==> config.mk <==
export PLATFORM = sky130hd
export DESIGN_NAME = cqr_host_regs
export DESIGN_NICKNAME = d
export VERILOG_FILES = /design/src/rtl/cqr_pkg.sv /design/src/rtl/cqr_fifo.sv /design/src/rtl/cqr_irq.sv /design/src/rtl/cqr_host_regs.sv
export SDC_FILE = /design/constraint.sdc
export NUM_CORES = 1
export LEC_CHECK = 0
export CAP_MARGIN = 20
export CORE_ASPECT_RATIO = 1.75
export CORE_MARGIN = 5
export CORE_UTILIZATION = 57
export DETAILED_ROUTE_END_ITERATION = 8
export DONT_BUFFER_PORTS = 1
export PLACE_DENSITY = 0.76
export SYNTH_ARGS = -nofsm -noshare
export SYNTH_HDL_FRONTEND = slang
export SYNTH_SLANG_ARGS = --single-unit
==> constraint.sdc <==
create_clock -name clk -period 5.6 [get_ports clk]
set_clock_uncertainty 0.05 [all_clocks]
set_input_delay 0.56 -clock clk [delete_from_list [all_inputs] [get_ports clk]]
set_output_delay 0.56 -clock clk [all_outputs]
set_load 0.03 [all_outputs]
==> src/rtl/cqr_pkg.sv <==
package cqr_pkg;

    localparam int WORD_W = 32;

    // Register offsets; the host software depends on these positions.
    localparam logic [7:0] OFS_DOORBELL = 8'h20;
    localparam logic [7:0] OFS_STATUS   = 8'h30;
    localparam logic [7:0] OFS_MASK     = 8'h34;
    localparam logic [7:0] OFS_REQUEST  = 8'h40;
    localparam logic [7:0] OFS_REPLY    = 8'h44;
    localparam logic [7:0] OFS_SCRATCH  = 8'hB0;

    localparam int PEND_BIT = 3;
    localparam int OVF_BIT  = 1;
    localparam int MASK_BIT = 3;

    localparam logic [WORD_W-1:0] EMPTY_WORD = '1;
    localparam logic [WORD_W-1:0] READY_WORD = 32'hFFFF_0000;

    typedef struct packed {
        logic [WORD_W-1:0] rdata;
        logic              db_pulse;
        logic [WORD_W-1:0] db_bits;
        logic              ovf;
    } regs_state_t;

endpackage

==> src/rtl/cqr_fifo.sv <==
module cqr_fifo #(
    parameter int W     = 32,
    parameter int DEPTH = 16
) (
    input  logic         clk,
    input  logic         rst_n,
    input  logic         push,
    input  logic [W-1:0] push_data,
    input  logic         pop,
    output logic [W-1:0] pop_data,
    output logic         full,
    output logic         empty
);
    localparam int AW = (DEPTH > 1) ? $clog2(DEPTH) : 1;
    localparam int CW = $clog2(DEPTH + 1);

    typedef struct packed {
        logic [AW-1:0] wptr;
        logic [AW-1:0] rptr;
        logic [CW-1:0] count;
    } fifo_state_t;

    fifo_state_t st_d, st_q;
    logic [W-1:0] mem_q [DEPTH];
    logic push_ok, pop_ok;

    assign full     = (st_q.count == CW'(DEPTH));
    assign empty    = (st_q.count == '0);
    assign push_ok  = push && !full;
    assign pop_ok   = pop && !empty;
    assign pop_data = mem_q[st_q.rptr];

    always_comb begin
        st_d = st_q;
        if (push_ok) begin
            st_d.wptr = (st_q.wptr == AW'(DEPTH - 1)) ? '0 : st_q.wptr + 1'b1;
        end
        if (pop_ok) begin
            st_d.rptr = (st_q.rptr == AW'(DEPTH - 1)) ? '0 : st_q.rptr + 1'b1;
        end
        case ({push_ok, pop_ok})
            2'b10:   st_d.count = st_q.count + 1'b1;
            2'b01:   st_d.count = st_q.count - 1'b1;
            default: st_d.count = st_q.count;
        endcase
    end

    always_ff @(posedge clk or negedge rst_n) begin
        if (!rst_n) st_q <= '0;
        else        st_q <= st_d;
    end

    always_ff @(posedge clk) begin
        if (push_ok) mem_q[st_q.wptr] <= push_data;
    end

    // occupancy never exceeds the depth
    a_r10_level_bound: assert property (@(posedge clk) disable iff (!rst_n)
        st_q.count <= CW'(DEPTH));

    // a push into a full queue without a pop leaves it full and unchanged
    a_r7_full_drop: assert property (@(posedge clk) disable iff (!rst_n)
        (full && push && !pop) |=> (full && $stable(st_q.wptr)));

    // popping an empty queue does nothing
    a_r3_empty_pop: assert property (@(posedge clk) disable iff (!rst_n)
        (empty && pop && !push) |=> (empty && $stable(st_q.rptr)));

endmodule

==> src/rtl/cqr_irq.sv <==
module cqr_irq (
    input  logic clk,
    input  logic rst_n,
    input  logic mask_wr,
    input  logic mask_bit_in,
    input  logic pending,
    output logic mask_q,
    output logic irq
);
    logic mask_d;

    always_comb begin
        mask_d = mask_q;
        if (mask_wr) mask_d = mask_bit_in;
    end

    always_ff @(posedge clk or negedge rst_n) begin
        if (!rst_n) mask_q <= 1'b1;
        else        mask_q <= mask_d;
    end

    assign irq = pending && !mask_q;

    // writing a clear bit unmasks on the next cycle
    a_r5_unmask_write: assert property (@(posedge clk) disable iff (!rst_n)
        (mask_wr && !mask_bit_in) |=> !mask_q);

    // writing a set bit masks on the next cycle
    a_r5_mask_write: assert property (@(posedge clk) disable iff (!rst_n)
        (mask_wr && mask_bit_in) |=> mask_q);

endmodule

==> src/rtl/cqr_host_regs.sv <==
module cqr_host_regs
    import cqr_pkg::*;
#(
    parameter int ADDR_W = 8,
    parameter int DEPTH  = 16
) (
    input  logic              clk,
    input  logic              rst_n,
    input  logic [ADDR_W-1:0] bus_addr,
    input  logic              bus_wr_en,
    input  logic [WORD_W-1:0] bus_wdata,
    input  logic              bus_rd_en,
    output logic [WORD_W-1:0] bus_rdata,
    output logic              irq,
    output logic              doorbell_pulse,
    output logic [WORD_W-1:0] doorbell_bits,
    input  logic              fw_ready,
    output logic              cmd_valid,
    output logic [WORD_W-1:0] cmd_addr,
    input  logic              cmd_pop,
    input  logic              rpl_push,
    input  logic [WORD_W-1:0] rpl_tag,
    output logic              rpl_full
);
    regs_state_t st_d, st_q;

    logic hit_db, hit_status, hit_mask, hit_req, hit_rpl, hit_scratch;
    logic wr_req, wr_mask, wr_db, rd_rpl;
    logic in_full, in_empty, out_empty;
    logic [WORD_W-1:0] rpl_head;
    logic mask_q;

    assign hit_db      = (bus_addr == ADDR_W'(OFS_DOORBELL));
    assign hit_status  = (bus_addr == ADDR_W'(OFS_STATUS));
    assign hit_mask    = (bus_addr == ADDR_W'(OFS_MASK));
    assign hit_req     = (bus_addr == ADDR_W'(OFS_REQUEST));
    assign hit_rpl     = (bus_addr == ADDR_W'(OFS_REPLY));
    assign hit_scratch = (bus_addr == ADDR_W'(OFS_SCRATCH));

    assign wr_req  = bus_wr_en && hit_req;
    assign wr_mask = bus_wr_en && hit_mask;
    assign wr_db   = bus_wr_en && hit_db;
    assign rd_rpl  = bus_rd_en && hit_rpl;

    cqr_fifo #(.W(WORD_W), .DEPTH(DEPTH)) u_cmd_fifo (
        .clk       (clk),
        .rst_n     (rst_n),
        .push      (wr_req),
        .push_data (bus_wdata),
        .pop       (cmd_pop),
        .pop_data  (cmd_addr),
        .full      (in_full),
        .empty     (in_empty)
    );

    cqr_fifo #(.W(WORD_W), .DEPTH(DEPTH)) u_rpl_fifo (
        .clk       (clk),
        .rst_n     (rst_n),
        .push      (rpl_push),
        .push_data (rpl_tag),
        .pop       (rd_rpl),
        .pop_data  (rpl_head),
        .full      (rpl_full),
        .empty     (out_empty)
    );

    cqr_irq u_irq (
        .clk         (clk),
        .rst_n       (rst_n),
        .mask_wr     (wr_mask),
        .mask_bit_in (bus_wdata[MASK_BIT]),
        .pending     (!out_empty),
        .mask_q      (mask_q),
        .irq         (irq)
    );

    assign cmd_valid = !in_empty;

    always_comb begin
        st_d          = st_q;
        st_d.db_pulse = 1'b0;
        if (wr_db) begin
            st_d.db_pulse = 1'b1;
            st_d.db_bits  = bus_wdata;
        end
        if (wr_req && in_full) begin
            st_d.ovf = 1'b1;
        end
        if (bus_rd_en) begin
            st_d.rdata = '0;
            if (hit_status) begin
                st_d.rdata[PEND_BIT] = !out_empty;
                st_d.rdata[OVF_BIT]  = st_q.ovf;
            end else if (hit_mask) begin
                st_d.rdata[MASK_BIT] = mask_q;
            end else if (hit_rpl) begin
                st_d.rdata = out_empty ? EMPTY_WORD : rpl_head;
            end else if (hit_scratch) begin
                st_d.rdata = fw_ready ? READY_WORD : '0;
            end
        end
    end

    always_ff @(posedge clk or negedge rst_n) begin
        if (!rst_n) st_q <= '0;
        else        st_q <= st_d;
    end

    assign bus_rdata      = st_q.rdata;
    assign doorbell_pulse = st_q.db_pulse;
    assign doorbell_bits  = st_q.db_bits;

    // an empty reply read returns all ones
    a_r3_empty_read: assert property (@(posedge clk) disable iff (!rst_n)
        (rd_rpl && out_empty) |=> (bus_rdata == EMPTY_WORD));

    // the interrupt only rises with a reply waiting
    a_r5_irq_needs_reply: assert property (@(posedge clk) disable iff (!rst_n)
        irq |-> !out_empty);

    // overflow flag is sticky
    a_r7_ovf_sticky: assert property (@(posedge clk) disable iff (!rst_n)
        st_q.ovf |=> st_q.ovf);

    // a doorbell write yields one strobe carrying the written word
    a_r9_doorbell: assert property (@(posedge clk) disable iff (!rst_n)
        wr_db |=> (doorbell_pulse && doorbell_bits == $past(bus_wdata)));

    // the strobe never lasts two cycles without a second write
    a_r9_single_pulse: assert property (@(posedge clk) disable iff (!rst_n)
        (doorbell_pulse && !wr_db) |=> !doorbell_pulse);

endmodule

## Yosys cells after proc, flatten, opt, wreduce, memory -nomap -nowiden

Memory sizes are Yosys's and may differ from the RTL's.
Index checks and enable logic that the tools add are counted.

- Register bits after elaboration: 93
- RAM bits: 1024
- Bits of input ports: 79
- Word-level logic and storage cells: 79
- Memories kept: 2

Memories:

| name | words | width | rd ports | clocked after memory_dff | write ports | line | RTL |
|---|---|---|---|---|---|---|---|
| u_cmd_fifo.mem_q | 16 | 32 | 1 | 0 | 1 | cqr_fifo.sv:24 | `logic [W-1:0] mem_q [DEPTH];` |
| u_rpl_fifo.mem_q | 16 | 32 | 1 | 0 | 1 | cqr_fifo.sv:24 |  |

- Add/sub/neg operators: 8
- Eq/ne operators: 16
- Multiplexer cells: 23
- Reductions and logical operators: 19

Operators with widths:

| cell | count |
|---|---|
| 32-bit 2-to-1 mux | 4 |
| 28-bit 2-to-1 mux | 2 |
| 33-bit 2-to-1 mux | 1 |
| 8-bit by 6-bit equality test with 1-bit output, second input constant | 3 |
| 5-bit case mux with 2 select lines | 2 |
| 4-bit by 1-bit adder with 4-bit output, second input constant | 4 |
| 4-bit equality test, second input constant | 4 |
| 8-bit by 7-bit equality test with 1-bit output, second input constant | 2 |
| 4-bit 2-to-1 mux | 4 |
| 5-bit by 1-bit adder with 5-bit output, second input constant | 2 |
| 5-bit equality test, second input constant | 2 |
| 1-bit logical AND | 10 |
| 5-bit logical NOT | 2 |
| 5-bit by 1-bit subtractor with 5-bit output, second input constant | 2 |
| 1-bit 2-to-1 mux | 9 |
| 8-bit equality test, second input constant | 1 |
| 1-bit logical NOT | 5 |
| 2-bit by 1-bit equality test with 1-bit output, second input constant | 2 |
| 2-bit equality test, second input constant | 2 |
| 2-bit nonzero test | 2 |
| 3-bit 2-to-1 mux | 1 |

## Logic depth before layout (Yosys ltp)

- Depth in word-level cells: 5
- Depth in mapped cells: 13
- Gate-level depth less buffers: 11

## By module

From an unflattened synthesis, not the netlist that was laid out.

- Cell total of the unflattened synthesis: 2208
- Area total of the unflattened synthesis: 43765.7 um^2

Modules (own cells, without submodules):

| module | times used | cells each | area each (um^2) | seq. area each (um^2) |
|---|---|---|---|---|
| cqr_fifo at u_cmd_fifo | 1 | 1017 | 20394.6 | 15700.1 |
| cqr_fifo at u_rpl_fifo | 1 | 890 | 19982.9 | 15700.1 |
| cqr_host_regs | 1 | 298 | 3340.7 | 1651.6 |
| cqr_irq | 1 | 3 | 47.5 | 26.3 |

## Least setup slack after synthesis

Ideal clock, no wire load.

- Path kind: input to register
- Start: input port bus_addr[2]
- End: memory u_cmd_fifo.mem_q[3][0] (enable)
- Library setup time: 0.502 ns
- Arrival: 4.699 ns
- Data required time: 5.048 ns
- Setup slack: 0.349 ns
- Stages on the path: 5
- Path through: buf_4 > or2b_2 > a2111oi_4 > inv_2 > nor4_1

- Longest elaborated chain between the ends: 5

RTL lines:

| element | line | RTL |
|---|---|---|
| start: declaration | cqr_host_regs.sv:9 | `input logic [ADDR_W-1:0] bus_addr,` |
| 8-bit by 7-bit equality test with 1-bit output | cqr_host_regs.sv:36 | `assign hit_req = (bus_addr == ADDR_W'(OFS_REQUEST));` |
| 1-bit logical AND | cqr_host_regs.sv:40 | `assign wr_req = bus_wr_en && hit_req;` |
| 1-bit logical AND | cqr_fifo.sv:29 | `assign push_ok = push && !full;` |
| 1-bit 2-to-1 mux | cqr_fifo.sv:54 | `if (push_ok) mem_q[st_q.wptr] <= push_data;` |
| 1-bit 2-to-1 mux (implied by the code) | cqr_fifo.sv:54 |  |
| end: declaration | cqr_fifo.sv:24 |  |

Every way passes these cells.

## Worst setup path after layout

- Start: register u_cmd_fifo.st_q[5] in the netlist's numbering
- End: output port cmd_addr[20]

- Longest elaborated chain between the ends: 1

RTL lines:

| element | line | RTL |
|---|---|---|
| start: declaration | cqr_fifo.sv:23 | `fifo_state_t st_d, st_q;` |
| start signal: assignment | cqr_fifo.sv:50 | `else st_q <= st_d;` |
| memory 16 x 32 bit | -- |  |
| end: declaration | cqr_host_regs.sv:19 | `output logic [WORD_W-1:0] cmd_addr,` |

Every way passes these cells.

==> impl_metrics.ini <==
[global_routing]
track_usage_pct = 23.5
antenna_found_initial = 10
grt_pass1_vias = 22600
grt_pass1_wl_mm = 143
overflow = 0
grt_max_degree = 94

[detailed_routing]
route.met2.wl_mm = 52.9
routedWlPerCell_um = 28.7
vias_per_cell = 6.34
ant_nets = 0
totalWireLength_mm = 96.0
met3_length_mm = 6.91
drtIter0Drc = 2152
wl_met1_mm = 33.5
drt_first_pass_iters = 6
top_layer = met5
vias = 21200
drc_errors = 0

[die]
num_rows = 134
initial_core_util_pct = 57.4
die_w_um = 219
ios = 179
dieArea_um2 = 82700
die_h_um = 377
coreArea_um2 = 76300

[critical_path]
worstPathRequired_ns = 4.99
end_kind = output port
rrSetupSlack_ns = 2.23
crit_type = reg -> out
worstPathCellList = buf_12, mux2_2, o21ai_0, a21oi_1, a22oi_1, nand2_1
cpMaxStageDelayCell = dfrtp_4
cp-start-kind = flip-flop
cpLargestDelayFamily = flip-flops
critPathMaxStageDelay_ns = 0.95
critPathBufInv = 1
critPathMaxFanout = 64
cp.arrival_ns = 3.29

[yosys]
synth_common_cells = edfxtp_1 (1,024), mux4_2 (190), mux2_2 (130)
synth_fp_nets = 2296
synth-edff-count = 1024
yosysSeqAreaShare_pct = 75.6
synth_cell_type_count = 57
netlist_area_um2 = 43800
ys_seq_elements = 1117
ys_warn_count = 0
synth_most_common_cell = edfxtp_1
yosysTopAreaCellShare_pct = 70.2
netlist_top_cells_area = edfxtp_1 (70%), mux4_2 (9.8%), dfrtp_1 (5.3%), mux2_2 (3.3%), mux2i_1 (2.3%)
async_flop_share_pct = 8.33
synth-main-ff-cell = edfxtp_1
synth_cells = 2198
synth_top_area_cell = edfxtp_1
synth.avg_cell_area_um2 = 19.9

[flow_run]
maxCapViolCount = 0

[final_layout]
drive_above_1_share_pct = 25.1
stdcell_count = 3344
fillerInstances = 4917
nets = 2332
area_growth_pct = 11.5

[cts]
numCtsBuffers = 94
tritoncts = yes
clkSinkCount = 1117
root_buffer = clkbuf_16
hold_buffers = 67
h-tree-depth = 3
clk_path_buf_depth = 3
cts_setup_buffers = 0
path_clk_slew_ns = 0.07
cts_resized = 0
clk_latency_ns = 0.68

[sta]
fin_crit_sh_pct = 69.7
setup_viol = 0
slew_viol_final = 0
max_freq_mhz = 256
hold_viol = 0
tightest_slew_ns = 1.14
setup_tns_ns = 0
relSlewSlack_pct = 24.0
rsz0062_at_grt = false
period_needed_ns = 3.90

[placement]
globalplace.congestion = 0.788
numPortBuffers = 0
placedCellCount = 3090
dp_hpwl_mm = 54.7

[power_and_ir_drop]
vdd_ir_drop_max_uv = 345
p_leak_uw = 0.0159
powerDensity_nw_per_um2 = 428

[min_path]
min_path_type = in -> reg

[outcome]
outcome = finished, final reports clean
==> tightest hold or removal path: stages <==
cell	delay [ns]
nor2_1	0.02
nand2_1	0.07
a31oi_1	0.09
==> layer usage <==
metal,global-route usage (%),vias to the layer above
li1,-,8974
met1,28.2,11100
met2,42.9,966
met3,4.17,169
met4,7.90,2
met5,0,-
==> where the power goes <==
part | internal [uW] | total [uW] | switching (uW)
Combinational | 1440 | 4010 | 2580
Sequential | 9530 | 9900 | 365
Clock | 4070 | 7000 | 2920
==> flip-flops by register name (all words and copies together) (netlist names) <==
name / count
bus_rdata: 32
u_cmd_fifo.mem_q: 512
doorbell_bits: 32
st_q: 1
u_irq.mask_q: 1
doorbell_pulse: 1
u_rpl_fifo.mem_q: 512
u_rpl_fifo.st_q: 13
u_cmd_fifo.st_q: 13
==> cell usage in the layout, fill, tap and decap left out, drive strengths merged, types with 6 or more instances in the layout <==
master / synthesis / final
o22ai: 30 / 30
ha: 18 / 18
a31oi: 6 / 6
a21oi: 57 / 57
dfrtp: 92 / 92
clkinv: 1 / 26
inv: 19 / 25
o21ai: 79 / 79
a22oi: 32 / 32
clkinvlp: 0 / 8
xnor2: 8 / 8
diode: 0 / 8
edfxtp: 1024 / 1024
a221oi: 34 / 34
bufinv: 0 / 15
nand3: 7 / 7
nor3: 11 / 11
xor2: 7 / 7
and2: 8 / 8
o2bb2ai: 16 / 16
buf: 124 / 53
nor2: 39 / 39
mux2: 130 / 130
mux4: 190 / 190
nand2: 61 / 61
clkbuf: 55 / 124
mux2i: 100 / 100
nor4: 7 / 7
dlygate4sd3: 0 / 66
==> final timing paths <==
| check | cells after the start | start | end |
|---|---|---|---|
| worst max-delay path | 6 | u_cmd_fifo.st_q[5]$_DFFE_PN0P_ | cmd_addr[20] |
| worst min-delay path | 3 | bus_addr[2] | bus_rdata[1]$_DFFE_PN0P_ |
| worst max register to register | 5 | u_rpl_fifo.st_q[1]$_DFFE_PN0P_ | u_rpl_fifo.mem_q[8][9]$_DFFE_PP_ |
| worst min register to register | 1 | st_q[0]$_DFFE_PN0P_ | st_q[0]$_DFFE_PN0P_ |
| max in group asynchronous | 2 | rst_n | u_rpl_fifo.st_q[7]$_DFFE_PN0P_ |
| min in group asynchronous | 2 | rst_n | doorbell_bits[7]$_DFFE_PN0P_ |
==> per-stage QoR <==
stage | utilization, % | area, um^2 | setup WS [ns] | hold slack [ns] | total power, uW
6_report | 64.0 | 48800 | 1.70 | 0.0550 | 20900
5_1_grt | 64.0 | 48800 | 1.47 | 0.0680 | 21700
4_1_cts | 63.9 | 48800 | 1.61 | 0.000786 | 21000
3_5_place_dp | 58.6 | 44700 | 2.00 | 0.219 | 13900
3_3_place_gp | 58.6 | 44700 | 2.10 | 0.220 | 13800
2_1_floorplan | - | 43800 | 0.349 | 0.214 | 12900
==> cell type report <==
type / instances / area, um^2 / share of cell area [%]
multi-input cells: 882 / 9830 / 20.1
repair buffers: 119 / 1160 / 2.37
inverters: 20 / 75.1 / 0.154
clock buffers: 124 / 2670 / 5.47
clock inverters: 54 / 698 / 1.43
flip-flops and latches: 1117 / 33100 / 67.8
well taps: 1020 / 1280 / 2.61
diodes: 8 / 20.0 / 0.0410
==> cell families (layout without fill, tap and decap cells) <==
family	after synthesis	in the layout	share of synthesized area [%]
DFF	1117	1117	75.6
muxes	420	420	15.4
AOI/OAI and AO/OA	272	272	3.99
buffers and inverters	199	317	2.44
and+or+nand+nor	156	156	1.73
adders and majority gates	19	19	0.560
xor gates and xnor gates	15	15	0.300
other	0	8	0
(Power assumes the default switching activity.)
